===== src/rtl/fermat_mul_pkg.sv =====
package fermat_mul_pkg;
  // how the reduced result is formed
  typedef enum logic [1:0] {
    PICK_FOLD = 2'd0,  // low word minus high word
    PICK_NEG  = 2'd1,  // one operand is -1: negate the other
    PICK_ZERO = 2'd2   // a zero operand
  } pick_e;
endpackage


===== src/rtl/mfm_front.sv =====
module mfm_front
  import fermat_mul_pkg::*;
#(
  parameter int N = 8
) (
  input  logic [N:0]   x,
  input  logic [N:0]   y,
  output pick_e        pick,
  output logic [N-1:0] lo,
  output logic [N-1:0] hi,
  output logic [N:0]   neg_src
);
  localparam logic [N:0] ZERO = '0;
  logic [2*N-1:0] prod;

  always_comb begin
    prod    = {{N{1'b0}}, x[N-1:0]} * {{N{1'b0}}, y[N-1:0]};
    lo      = prod[N-1:0];
    hi      = prod[2*N-1:N];
    neg_src = x[N] ? y : x;
    if (x == ZERO || y == ZERO) pick = PICK_ZERO;
    else if (x[N] || y[N])      pick = PICK_NEG;
    else                        pick = PICK_FOLD;
  end
endmodule


===== src/rtl/mfm_stage.sv =====
module mfm_stage #(
  parameter int W    = 8,
  parameter bit PIPE = 1'b1
) (
  input  logic         clk,
  input  logic         rst,
  input  logic         in_valid,
  output logic         in_ready,
  input  logic [W-1:0] in_data,
  output logic         out_valid,
  input  logic         out_ready,
  output logic [W-1:0] out_data
);
  generate
    if (PIPE) begin : g_reg
      logic         full;
      logic [W-1:0] hold;
      always_ff @(posedge clk) begin
        if (rst) begin
          full <= 1'b0;
          hold <= '0;
        end else if (in_ready) begin
          full <= in_valid;
          hold <= in_data;
        end
      end
      assign in_ready  = !full || out_ready;
      assign out_valid = full;
      assign out_data  = hold;
    end else begin : g_wire
      assign in_ready  = out_ready;
      assign out_valid = in_valid;
      assign out_data  = in_data;
    end
  endgenerate
endmodule


===== src/rtl/mfm_fold.sv =====
module mfm_fold
  import fermat_mul_pkg::*;
#(
  parameter int N = 8
) (
  input  pick_e        pick,
  input  logic [N-1:0] lo,
  input  logic [N-1:0] hi,
  input  logic [N:0]   neg_src,
  output logic [N:0]   z
);
  localparam logic [N:0] ONE = {{N{1'b0}}, 1'b1};
  localparam logic [N:0] TOP = {1'b1, {N{1'b0}}};
  logic [N:0] diff;
  logic [N:0] base;
  logic [N:0] folded;
  logic [N:0] negated;

  always_comb begin
    // lo - hi as lo + ~hi + 1; carry set means lo >= hi
    diff    = {1'b0, lo} + {1'b0, ~hi} + ONE;
    base    = {1'b0, diff[N-1:0]};
    folded  = diff[N] ? base : base + ONE;
    negated = TOP - neg_src + ONE;
    unique case (pick)
      PICK_FOLD: z = folded;
      PICK_NEG:  z = negated;
      default:   z = '0;
    endcase
  end
endmodule


===== src/rtl/fermat_mul.sv =====
module fermat_mul
  import fermat_mul_pkg::*;
#(
  parameter int N    = 8,
  parameter bit PIPE = 1'b1
) (
  input  logic       clk,
  input  logic       rst,
  input  logic       in_valid,
  output logic       in_ready,
  input  logic [N:0] in_x,
  input  logic [N:0] in_y,
  output logic       out_valid,
  input  logic       out_ready,
  output logic [N:0] out_z
);
  localparam int W = 2 + 2 * N + (N + 1);

  pick_e        f_pick;
  logic [N-1:0] f_lo;
  logic [N-1:0] f_hi;
  logic [N:0]   f_neg;
  logic [W-1:0] s_in;
  logic [W-1:0] s_out;
  pick_e        r_pick;

  mfm_front #(.N(N)) u_front (
    .x(in_x), .y(in_y), .pick(f_pick), .lo(f_lo), .hi(f_hi), .neg_src(f_neg)
  );

  assign s_in = {f_pick, f_lo, f_hi, f_neg};

  mfm_stage #(.W(W), .PIPE(PIPE)) u_stage (
    .clk(clk), .rst(rst),
    .in_valid(in_valid), .in_ready(in_ready), .in_data(s_in),
    .out_valid(out_valid), .out_ready(out_ready), .out_data(s_out)
  );

  assign r_pick = pick_e'(s_out[W-1 -: 2]);

  mfm_fold #(.N(N)) u_fold (
    .pick(r_pick),
    .lo(s_out[W-3 -: N]),
    .hi(s_out[N + N : N + 1]),
    .neg_src(s_out[N:0]),
    .z(out_z)
  );
endmodule


===== config.mk =====
export PLATFORM = sky130hd
export DESIGN_NAME = fermat_mul
export DESIGN_NICKNAME = d
export VERILOG_FILES = /design/src/rtl/fermat_mul_pkg.sv /design/src/rtl/mfm_front.sv /design/src/rtl/mfm_stage.sv /design/src/rtl/mfm_fold.sv /design/src/rtl/fermat_mul.sv
export SDC_FILE = /design/constraint.sdc
export NUM_CORES = 1
export LEC_CHECK = 0
export BUFFER_PORTS_ARGS = -buffer_cell sky130_fd_sc_hd__buf_2
export CAP_MARGIN = 20
export CORE_MARGIN = 3
export CORE_UTILIZATION = 55
export DETAILED_ROUTE_END_ITERATION = 16
export PLACE_DENSITY = 0.82
export SLEW_MARGIN = 20
export SYNTH_ARGS = -nofsm -noshare
export SYNTH_HDL_FRONTEND = slang
export SYNTH_HIERARCHICAL = 1
export SYNTH_SLANG_ARGS = --single-unit

===== constraint.sdc =====
create_clock -name clk -period 6.15 [get_ports clk]
set_input_delay 1.23 -clock clk [delete_from_list [all_inputs] [get_ports clk]]
set_output_delay 1.23 -clock clk [all_outputs]
set_load 0.01 [all_outputs]

Word level (Yosys, flattened, before mapping) --
Cells that the tools add are included.
Storage, ports and cells: register bits after elaboration 28, input port bits 22, output and inout port bits 11, word-level logic and storage cells 22
Cells by class: add/sub/neg operators 5, multiply operators 1, equal/unequal tests 1, mux-type cells 5, bitwise logic cells 1, reductions and logical operators 7
Operators with widths (count):
- $add 9x1->9 const B | 2
- $logic_not 9->1 | 2
- $mux 9 | 2
- $pmux 9 s2 | 1
- $mul 8x8->16 | 1
- $add 8x1->9 const B | 1
- $add 8x8->9 | 1
- $sub 9x9->9 const A | 1
- $not 8->8 | 1
- $logic_or 1x1->1 | 3
- $eq 2x1->1 const B | 1
- $logic_not 2->1 | 1
- $mux 2 | 1
- $logic_not 1->1 | 1
- $mux 1 | 1

Depth between registers and ports, before layout --
depth after elaboration 6, gate-level depth with buffers 18

Cells and area by module --
Netlist, hierarchy kept.
Modules (own cells, without submodules):
- mfm_front | times used 1, cells each 270, area each 2293.4 sq um, sequential area each 0.0 sq um
- mfm_stage | times used 1, cells each 126, area each 1249.9 sq um, sequential area each 560.5 sq um
- mfm_fold | times used 1, cells each 110, area each 802.0 sq um, sequential area each 0.0 sq um

Worst setup path before layout --
OpenSTA, ideal clock, no wires.
path kind input to register, from input port in_y[7], to register u_stage.g_reg.hold[16] (netlist: u_stage/out_data[16]), library setup time 0.069 ns, arrival 5.076 ns, data required time 6.081 ns, setup slack 1.006 ns, stages 17, cell sequence clkbuf_1 nand2_1 fa_1 fa_1 inv_1 fa_1 inv_1 fa_1 inv_1 ha_1 and2_4 a221oi_2 nand3_1 and3_1 a211oi_2 nand2b_1 o21ai_1
On the way: longest elaborated chain between the ends 1
RTL lines:
- start: declaration | line fermat_mul.sv:12 | input logic [N:0] in_y,
- $mul 8x8->16 | line mfm_front.sv:17 | prod = {{N{1'b0}}, x[N-1:0]} * {{N{1'b0}}, y[N-1:0]};
- via f_hi[7] | line fermat_mul.sv:21 | logic [N-1:0] f_hi;
- end signal: assignment | line mfm_stage.sv:24 | hold <= in_data;
- end: declaration | line mfm_stage.sv:17 | logic [W-1:0] hold;
The timed path passes the listed nets, and every way through them passes these cells. A chain may end at the register's enable or synchronous reset.

Final worst setup path --
from input port in_x[3], to register u_stage.g_reg.hold[16] (netlist: u_stage/out_data[16])
On the way: longest elaborated chain between the ends 1
RTL lines:
- start: declaration | line fermat_mul.sv:11 | input logic [N:0] in_x,
- $mul 8x8->16 | line mfm_front.sv:17
- via f_hi[7] | line fermat_mul.sv:21
The timed path passes the listed nets, and every way through them passes these cells.

==> results.txt <==
Min Tclk post-route: 5.119 ns
Pleak: 2.113 nW
Final setup fails: 0
CTS tree: built
Initial Util: 0.5835
Post-synth net total: 611
Clk Latency, worst-skew pair: 0.27 ns
Ys async rst share: 0
CTS max path bufs: 2
Number of max-cap violations: 0
Std-Cell Rows: 31
Final instance area: 0.004594 mm^2
Crit Reg-Reg Startpoint: u_stage/out_valid$_SDFFE_PP0P_
Number of flops mapped to enable cells by yosys: 0
GRT Total Usage: 0.2265
Commonest non-fill, non-tap cell in the layout: inv_1
Most frequent cells in the layout: inv_1, and2_1, ha_1
Post-CTS setup buffer count: 0
Critical path class: in -> reg
WL per Instance: 15.37 um
Worst vdd ir: 143.4 uV
Worst path top cell family by delay: adder cells
Fmax: 195.4 MHz
Number of global-route vias before repair: 3,543
GRT Residual Overflow: 0
First-pass GRT wire length: 16.42 mm
Slew Limit Fails: 0
Worst Hold Path Cells: 2
Outcome: finished clean
Yosys reg bits: 28
Worst Hold End: u_stage/out_data[17]$_SDFFE_PP0P_
Root Driver: clkbuf_8
Critical path, cell by cell: buf_2, and2_1, fa_1, inv_1, fa_1, inv_1, fa_1, inv_1, fa_1, inv_1, ha_1, and2_4, a221oi_2, nand3_1, and3_1, a211oi_2, nand2b_1, o21ai_1
Largest net degree at the start of global routing: 56
Antenna Cells: 0
Vias: 3,459
Placeable core area: 0.007447 mm^2
Initial antenna violation count: 0
Setup repair after global routing missed its margin: no
Total power: 1.604 mW
Critical Path RT: 6.36 ns
Synth cell types: 54
Final ANT Viol Nets: 0
Ys flop type: dfxtp_1
Setup crit start kind: input port
Layout cells sized above 1: 0.1288
Power Density: 349.2 mW/mm^2
CP Max Fanout: 10
Placer congestion estimate: 0.9138
CP peak stage delay: 0.54 ns
# resized after CTS: 0
TNS Setup: 0 ns
WP data arrival: 5.33 ns
RR Endpoint: u_stage/out_data[26]$_SDFFE_PP0P_
Post-DP HPWL: 7.390 mm
H-tree depth: 1
Port Buffers: 32
Synthesis-to-finish area growth: 5.730%
Average size of a mapped cell: 8.588 um^2
Num CTS Buffers: 3
Ys Warns: 6
CTS Sinks: 28
Worst Hold Slack: 0.5131 ns
Relative slew slack: 0.5917
Cells after synthesis: 506
Hold_buf cts: 0
Nets: 626
Detailed Route Iter0 Violations: 192
Period utilisation layout: 0.8323
DR pass1 iterations: 4
WP buf/inv: 5
Post-synthesis sequential area ratio: 0.1290
Area after DPL: 0.004539 mm^2
R2r setup slk: 4.79 ns
Drt total wl: 9.511 mm
Vert. Die Dim: 94.89 um
Clk slew on worst S/H paths: 0.10 ns
Ports: 33
Synth Cell Area: 0.004345 mm^2
Reg2Reg Depth: 4
Critical Path Sink Type: flip-flop
Die width: 94.89 um
CP max stage cell: fa_1
Final hold violation count: 0
Clk_skew: 0.004044 ns
Worst Max-Slew Pin Slew: 0.6124 ns
Vias per Instance: 5.588
Min-delay src: u_stage/out_data[17]$_SDFFE_PP0P_
Remaining DRCs: 0
Hold Path Class: reg -> reg
Die Footprint: 0.009003 mm^2
## flip-flops by register name (all words and copies together), names as in the netlist
| name | flops |
|---|---|
| u_stage/out_valid | 1 |
| u_stage/out_data | 27 |
## layout make-up
type | count | area [um^2]
multi-input combinational | 388 | 3432
fill | 657 | 2853
sequential | 28 | 560.5
inverter | 66 | 247.7
timing repair buffer | 34 | 175.2
tap | 99 | 123.9
clock buffer | 4 | 55.05
## worst max-delay path by stage
stage,slack (ns),to,from,cells after the start
CTS,1.05,u_stage/out_data[16]$_SDFFE_PP0P_,in_x[3],18
finish,1.03,u_stage/out_data[16]$_SDFFE_PP0P_,in_x[3],18
global placement,0.92,u_stage/out_data[16]$_SDFFE_PP0P_,in_x[3],18
global route,0.75,u_stage/out_data[16]$_SDFFE_PP0P_,in_x[3],18
detailed placement,0.77,u_stage/out_data[16]$_SDFFE_PP0P_,in_x[3],18
floorplan,1.01,u_stage/out_data[16]$_SDFFE_PP0P_,in_y[7],17
## kinds of logic (layout without fill, tap and decap cells)
kind of cell | count (synthesis) | after routing | synth area share
adder cells (fa/ha/maj) | 83 | 83 | 0.3029
XOR/XNOR | 29 | 29 | 0.06191
multiplexers | 11 | 11 | 0.02822
AO/OA/AOI/OAI | 75 | 75 | 0.1172
flip-flops | 28 | 28 | 0.1290
AND/OR/NAND/NOR | 190 | 190 | 0.2796
buffers and inverters | 90 | 104 | 0.08119
## worst min-delay path, delay by kind of cell, from the launching register on
family           cells  cell delay [ns]
flip-flops           1             0.32
AND/OR/NAND/NOR      1             0.09
AO/OA/AOI/OAI        1             0.06
## stage by stage
step	utilization	worst slack, ns	std cells
floorplan	-	1.006	506
global placement	0.6095	0.9184	615
detailed placement	0.6095	0.7677	615
CTS	0.6169	1.046	619
global route	0.6169	0.7538	619
finish	0.6169	1.031	619
## synth_stat cells, types with 3 or more instances
cell / count / area, um^2
inv_1: 65 / 244.0
o21ai_1: 22 / 110.1
a21oi_1: 12 / 60.06
mux2_2: 10 / 112.6
fa_1: 37 / 740.7
nand2b_1: 30 / 187.7
a211oi_1: 5 / 37.54
nand3_1: 5 / 25.02
and3_1: 4 / 25.02
a211o_1: 3 / 26.28
xnor2_1: 17 / 148.9
nor2_1: 22 / 82.58
nor3_1: 6 / 30.03
nor4_1: 3 / 18.77
xor2_1: 10 / 87.58
and2_1: 49 / 306.5
dfxtp_1: 28 / 560.5
nand4bb_1: 28 / 315.3
o21a_1: 6 / 45.04
nand2_1: 29 / 108.9
buf_4: 3 / 22.52
nor2b_1: 4 / 25.02
buf_2: 3 / 15.01
clkbuf_1: 17 / 63.81
o21ai_0: 10 / 50.05
ha_1: 46 / 575.6
## metal layers
metal	wire length [um]	share of wire	global-route usage	vias to the layer above
met5	0	0	0	-
li1	-	-	-	1715
met4	144	0.015	0.04447	0
met3	302	0.032	0.02072	12
met2	4755	0.50	0.4058	63
met1	4309	0.45	0.2973	1669
## power by group
group,switching (mW),internal (mW)
Combinational,0.692,0.552
Sequential,0.0279,0.219
Clock,0.0563,0.0573
No activity file was read; power rests on OpenSTA's default activity.
